$ cat config.mk
export PLATFORM = sky130hd
export DESIGN_NAME = addr_latch_drv
export DESIGN_NICKNAME = d
export VERILOG_FILES = /design/src/rtl/addr_latch_pkg.sv /design/src/rtl/addr_latch_sync.sv /design/src/rtl/addr_latch_dec.sv /design/src/rtl/addr_latch_bank.sv /design/src/rtl/addr_latch_drv.sv
export SDC_FILE = /design/constraint.sdc
export NUM_CORES = 1
export LEC_CHECK = 0
export BUFFER_PORTS_ARGS = -buffer_cell sky130_fd_sc_hd__buf_4
export CAP_MARGIN = 20
export CELL_PAD_IN_SITES_DETAIL_PLACEMENT = 0
export CELL_PAD_IN_SITES_GLOBAL_PLACEMENT = 2
export CORE_ASPECT_RATIO = 0.75
export CORE_UTILIZATION = 33
export CTS_BUF_LIST = sky130_fd_sc_hd__clkbuf_8
export DETAILED_ROUTE_END_ITERATION = 7
export HOLD_SLACK_MARGIN = 0.03
export MAX_ROUTING_LAYER = met4
export PLACE_DENSITY_LB_ADDON = 0.15
export SLEW_MARGIN = 30
export SYNTH_ARGS = -nofsm -noshare
export SYNTH_HDL_FRONTEND = slang
export SYNTH_SLANG_ARGS = --single-unit
$ cat constraint.sdc
create_clock -name clk_i -period 1 [get_ports clk_i]
set_input_delay 0.1 -clock clk_i [delete_from_list [all_inputs] [get_ports clk_i]]
set_output_delay 0.1 -clock clk_i [all_outputs]
set_load 0.005 [all_outputs]
$ cat src/rtl/addr_latch_pkg.sv
package addr_latch_pkg;

  typedef enum logic [1:0] {
    MODE_LATCH = 2'b00,
    MODE_HOLD  = 2'b01,
    MODE_DEMUX = 2'b10,
    MODE_CLEAR = 2'b11
  } mode_e;

  function automatic mode_e mode_of(input logic clr_n, input logic en_n);
    mode_e m;
    case ({clr_n, en_n})
      2'b10:   m = MODE_LATCH;
      2'b11:   m = MODE_HOLD;
      2'b00:   m = MODE_DEMUX;
      default: m = MODE_CLEAR;
    endcase
    return m;
  endfunction

endpackage

$ cat src/rtl/addr_latch_sync.sv
module addr_latch_sync #(
  parameter int              W       = 1,
  parameter int              STAGES  = 2,
  parameter logic [W-1:0]    RST_VAL = '0
) (
  input  logic         clk_i,
  input  logic         rst_ni,
  input  logic [W-1:0] d_i,
  output logic [W-1:0] q_o
);

  logic [W-1:0] stg [STAGES];

  for (genvar s = 0; s < STAGES; s++) begin : g_stg
    if (s == 0) begin : g_first
      always_ff @(posedge clk_i or negedge rst_ni) begin
        if (!rst_ni) stg[s] <= RST_VAL;
        else         stg[s] <= d_i;
      end
    end else begin : g_next
      always_ff @(posedge clk_i or negedge rst_ni) begin
        if (!rst_ni) stg[s] <= RST_VAL;
        else         stg[s] <= stg[s-1];
      end
    end
  end

  assign q_o = stg[STAGES-1];

endmodule

$ cat src/rtl/addr_latch_dec.sv
module addr_latch_dec #(
  parameter int SEL_W = 3,
  localparam int N    = 1 << SEL_W
) (
  input  logic [SEL_W-1:0] sel_i,
  output logic [N-1:0]     hit_o
);

  for (genvar i = 0; i < N; i++) begin : g_hit
    assign hit_o[i] = (sel_i == SEL_W'(i));
  end

endmodule

$ cat src/rtl/addr_latch_bank.sv
module addr_latch_bank
  import addr_latch_pkg::*;
#(
  parameter int N = 8
) (
  input  logic         clk_i,
  input  logic         rst_ni,
  input  mode_e        mode_i,
  input  logic [N-1:0] hit_i,
  input  logic         data_i,
  output logic [N-1:0] q_o
);

  for (genvar i = 0; i < N; i++) begin : g_bit
    always_ff @(posedge clk_i or negedge rst_ni) begin
      if (!rst_ni) begin
        q_o[i] <= 1'b0;
      end else begin
        case (mode_i)
          MODE_LATCH: if (hit_i[i]) q_o[i] <= data_i;
          MODE_DEMUX: q_o[i] <= hit_i[i] & data_i;
          MODE_CLEAR: q_o[i] <= 1'b0;
          default:    q_o[i] <= q_o[i];
        endcase
      end
    end
  end

endmodule

$ cat src/rtl/addr_latch_drv.sv
module addr_latch_drv
  import addr_latch_pkg::*;
#(
  parameter int  SEL_W = 3,
  localparam int N     = 1 << SEL_W,
  localparam int IN_W  = SEL_W + 3
) (
  input  logic             clk_i,
  input  logic             rst_ni,
  input  logic [SEL_W-1:0] sel_i,
  input  logic             data_i,
  input  logic             en_ni,
  input  logic             clr_ni,
  output logic [N-1:0]     drv_on_o
);

  // reset value of the synchronizer = hold mode, so reset release writes nothing
  localparam logic [IN_W-1:0] IN_IDLE = {1'b1, 1'b1, 1'b0, {SEL_W{1'b0}}};

  logic [IN_W-1:0]  in_sync;
  logic [SEL_W-1:0] sel_s;
  logic             data_s, en_ns, clr_ns;
  logic [N-1:0]     hit;
  mode_e            mode;

  addr_latch_sync #(.W(IN_W), .STAGES(2), .RST_VAL(IN_IDLE)) u_sync (
    .clk_i  (clk_i),
    .rst_ni (rst_ni),
    .d_i    ({clr_ni, en_ni, data_i, sel_i}),
    .q_o    (in_sync)
  );

  assign {clr_ns, en_ns, data_s, sel_s} = in_sync;
  assign mode = mode_of(clr_ns, en_ns);

  addr_latch_dec #(.SEL_W(SEL_W)) u_dec (
    .sel_i (sel_s),
    .hit_o (hit)
  );

  addr_latch_bank #(.N(N)) u_bank (
    .clk_i  (clk_i),
    .rst_ni (rst_ni),
    .mode_i (mode),
    .hit_i  (hit),
    .data_i (data_s),
    .q_o    (drv_on_o)
  );

endmodule

==> results.yml, run 1 <==
run_status:
  status: "complete, but fails checks"
  failed_checks: "setup timing"
synth:
  yosys-top-cells-area: "dfrtp_1 57%, dfstp_2 15%, mux2i_1 11%"
  synth.top_cell.area_share_pct: 57.0
  syn_area_per_cell_um2: 15.3
  synthCells: 46
  synth_nets: 54
  seq_area_frac_synth_pct: 72.0
  ys_ff_latch: 20
  yosys_warnings: 0
  synth_largest_area_cell: "dfrtp_1"
  synthesis.area_um2: 702
  yosys.cell_types.count: 11
grt:
  grt_start_max_net_pins: 21
  grt_antenna_before_repair: 0
  grt_pass1_wl_mm: 2.10
  met3_usage_pct: 5.92
  overflow: 0
  grtUsageMet2_pct: 21.0
  gr-usage-met1_pct: 14.3
  grt_usage_pct: 13.0
  busiest_layer: "met2"
  grt_pass1_vias: 449
setup_path:
  path_delay_family: "flip-flops"
  crit_required_ps: 1130
  endpoint_kind: "flip-flop"
  criticalPathCategory: "reg -> reg"
  critPathBufInv: 0
  crit_chain: "and4bb_2 > mux2i_1"
  cp-start-kind: "flip-flop"
  critPathMaxStageDelay_ps: 620
  cp_max_fo: 8
  rrSetupSlack_ps: -120
  cp_data_arrival_time_ps: 1250
  crit_path_top_delay_cell: "dfstp_2"
die:
  row_count: 14
  die_h_um: 41.9
  core-area_um2: 2000
  die_area_um2: 2320
  start_util_pct: 35.2
  die_w_um: 55.3
  io-pin-count: 16
clock_network:
  path_clk_slew_ps: 70
  clk_latency_ps: 250
  cts_tree: "done"
  cts_inserted_buffers: 3
  cts-htree-levels: 1
  clock_sinks: 20
  clockRootBuffer: "clkbuf_8"
  cts_buffer_depth: 2
route:
  totalWireLength_mm: 1.27
  drt-initial-drc-count: 6
  wl_per_cell_um: 13.1
  dr_total_vias: 440
  ant_nets: 0
  routed_via_density: 4.54
  drcViolationCount: 0
  first_pass_iters: 4
finish:
  drive_gt1_share_pct: 46.6
  final_cell_mix: "17 x buf_4, 13 x dfrtp_1, 8 x nand2_1, 8 x mux2i_1, 7 x dlygate4sd3_1"
  area_growth_pct: 49.9
  layout_commonest_cell: "buf_4"
  diodes: 0
  fin_util_pct: 52.7
  nets: 82
pwr:
  power_mw: 1.80
  power.leakage_nw: 0.469
  power_density_nw_per_um2: 1710
  worst_ir_drop_vdd_mv: 1.07
timing:
  rsz0062_at_grt: "true"
  max-slew-margin-rel_pct: 82.9
  maxSlewViolCount: 0
  finalHoldViolCount: 0
  period_share_pct: 112
  setup_ws_ps: -123
  fin_crit_ps: 1120
  tightestPinTransition_ps: 256
  finalClockSkew_ps: 0.430
  max_clock_freq_mhz: 890
  setup_viol: 8
flow_run:
  maxCapViolCount: 0
placed_design:
  place.gp.congestion: 0.699
  io_buffers: 15
  dp_hpwl_um: 782
hold_path:
  hold_class: "in -> async"
==> synthesized netlist by cell type (all sizes together) <==
master  instances
dfrtp          16
mux2i           8
nand2           8
dfstp           4
and4bb          3
nor4b           3
clkbuf          1
inv             1
nand4b          1
nor4            1
==> routing by layer <==
layer	wire length (um)	share of wire (%)	up-vias
met5	0	0	-
met4	0	0	0
met3	60	4.7	0
met2	602	47	13
met1	611	48	213
li1	-	-	214
==> layout make-up <==
type / count / area [um^2]
repair buffers: 24 / 198
flip-flops and latches: 20 / 509
well taps: 24 / 30.0
inverters: 1 / 3.75
clock inverters: 1 / 30.0
clock buffers: 3 / 41.3
multi-input cells: 24 / 240
fillers: 171 / 945
==> repair_timing <==
item	in CTS	in global routing
resized for setup	7	2
setup endpoints to repair	8	8
setup buffers	2	0
endpoints found under the hold margin	26	0
pin swaps	2	2
hold buffers	7	0
==> state kept, by name (all words and copies together) (netlist names) <==
register / cells
u_sync.q_o: 6
u_sync.stg: 6
u_bank.q_o: 8
==> path summary, 6_finish.rpt <==
path                               startpoint            end  depth (start not counted)
min in group clk_i              u_sync.stg[7]  u_sync.q_o[1]                          0
worst min register to register  u_sync.stg[7]  u_sync.q_o[1]                          0
max in group asynchronous              rst_ni  u_sync.q_o[4]                          2
worst min-delay path                   rst_ni  u_sync.stg[7]                          2
worst max register to register  u_sync.q_o[4]  u_bank.q_o[6]                          2
worst max-delay path            u_sync.q_o[4]  u_bank.q_o[6]                          2
==> power breakdown <==
part	switching, mW	internal (mW)
combinational	0.0438	0.0780
clock	0.251	0.534
sequential	0.0406	0.853
total	0.335	1.46
==> logic make-up after synthesis <==
logic type             count (synthesis)  synth area share [%]
multiplexers                           8                  11.4
buffers and inverters                  2                  1.07
flip-flops                            20                  72.0
AND/OR/NAND/NOR                       16                  15.5
==> per-stage QoR <==
stage                     cells  cell area (um^2)  setup TNS [ps]  setup slack [ps]  hold slack (ps)
after floorplan              46               708            -150             -44.0             -196
after global placement       84               847            -597              -155            -10.9
after detailed placement     84               847            -704              -178            -13.3
after CTS                    97              1030            -724              -107              249
after global routing         97              1050           -1250              -189              275
final                        97              1050            -744              -123              262
Power figures use the tool's default switching activity.
==> run 2: changes to the inputs <==
- CORE_ASPECT_RATIO: 0.75 -> unset
==> results.yml, run 2 (synthesis gave the netlist of run 1 again) <==
timing:
  setup_viol: 7
  rsz0062_at_grt: "true"
  tns_ps: -449
  maxSlewViolCount: 0
  fin_crit_ps: 1080
  hold_slack_ps: 259
  period_share_pct: 108
  max_clock_freq_mhz: 925
  max-slew-margin-rel_pct: 79.9
  finalHoldViolCount: 0
  finalClockSkew_ps: 1.21
  setup_ws_ps: -80.8
  tightestPinTransition_ps: 299
die:
  io-pin-count: 16
  die_h_um: 48.1
  start_util_pct: 35.4
  die_w_um: 48.1
  die_area_um2: 2320
  core-area_um2: 1980
  row_count: 16
finish:
  final_cell_area_um2: 1000
  largest_register_ffs: 8
  nFillCells: 168
  regMostFlops: "u_bank.q_o"
  reg.largest.list: "u_bank.q_o: 8 flops, u_sync.q_o: 6 flops, u_sync.stg: 6 flops"
  layout_commonest_cell: "buf_4"
  nets: 83
  drive_gt1_share_pct: 45.2
  area_growth_pct: 42.6
  stdcell_count: 100
  diodes: 0
  fin_util_pct: 50.5
  final_cell_mix: "18 x buf_4, 13 x dfrtp_1, 8 x nand2_1, 8 x mux2i_1, 7 x dlygate4sd3_1"
setup_path:
  rrSetupSlack_ps: -80
  critPathMaxStageDelay_ps: 600
  cp-start-kind: "flip-flop"
  crit_chain: "and4bb_2 > mux2i_1"
  crit_path_top_delay_cell: "dfstp_2"
  crit_required_ps: 1120
  reg2reg_from: "u_sync.q_o[4]"
  cp_max_fo: 8
  worstSetupPathDepth: 2
  cp_data_arrival_time_ps: 1200
  endpoint_kind: "flip-flop"
  path_delay_family: "flip-flops"
  worst-r2r-cell-count: 2
  critPathBufInv: 0
  criticalPathCategory: "reg -> reg"
  r2r_end: "u_bank.q_o[6]"
route:
  wl_per_cell_um: 11.3
  ant_nets: 0
  drcViolationCount: 0
  dr_total_vias: 455
  routed_via_density: 4.55
  totalWireLength_mm: 1.13
  drt-initial-drc-count: 1
  first_pass_iters: 2
clock_network:
  clk_latency_ps: 240
  cts-htree-levels: 1
  path_clk_slew_ps: 70
  cts_tree: "done"
  clock_sinks: 20
  clockRootBuffer: "clkbuf_8"
  cts_inserted_buffers: 3
  cts_buffer_depth: 2
grt:
  grt_start_max_net_pins: 21
  grt_pass1_vias: 425
  grt_pass1_wl_mm: 1.73
  grt_usage_pct: 11.6
  overflow: 0
  grt_antenna_before_repair: 0
hold_path:
  hold_class: "in -> async"
flow_run:
  maxCapViolCount: 0
run_status:
  status: "complete, but fails checks"
  failed_checks: "setup timing"
pwr:
  power.leakage_nw: 0.447
  worst_ir_drop_vdd_mv: 1.07
  power_mw: 1.49
  power_density_nw_per_um2: 1490
placed_design:
  dp_slack_ps: -158
  dp.cells: 89
  placed_area_um2: 866
  io_buffers: 15
  place.gp.congestion: 0.654
run 2: worst max path at each step:
stage	from	end
floorplan	u_sync.q_o[0]	u_bank.q_o[2]
global placement	u_sync.q_o[1]	u_bank.q_o[4]
CTS	u_sync.q_o[4]	u_bank.q_o[6]
global route	u_sync.q_o[0]	u_bank.q_o[1]
finish	u_sync.q_o[4]	u_bank.q_o[6]
detailed placement	u_sync.q_o[0]	u_bank.q_o[4]
run 2: final cells by class:
cell class | count | area [um^2] | area share [%]
Tap cell | 27 | 33.8 | 3.38
Multi-Input combinational cell | 24 | 208 | 20.7
Clock buffer | 3 | 41.3 | 4.13
Timing Repair Buffer | 25 | 205 | 20.5
Sequential cell | 20 | 509 | 50.9
Inverter | 1 | 3.75 | 0.375
run 2: routing by layer:
metal	vias up	global-route usage [%]	routed length, um
met1	224	13.3	462
met4	0	5.00	5
met2	13	18.9	622
met3	2	3.33	35
li1	216	-	-
met5	-	-	0
run 2: what timing repair did:
| item | in CTS | in global routing |
|---|---|---|
| endpoints found under the hold margin | 26 | 0 |
| hold buffers | 7 | 0 |
| endpoints found under the setup margin | 7 | 8 |
| gates resized for setup | 4 | 1 |
| pin swaps | 1 | 0 |
| buffers inserted | 0 | 1 |
run 2: report_power, final:
group          internal (mW)  switching (mW)  total, mW  leakage [nW]
clock                  0.267           0.225      0.492        0.0216
sequential             0.853          0.0312      0.884         0.242
combinational         0.0756          0.0414      0.117         0.183
total                   1.20           0.298       1.49         0.447
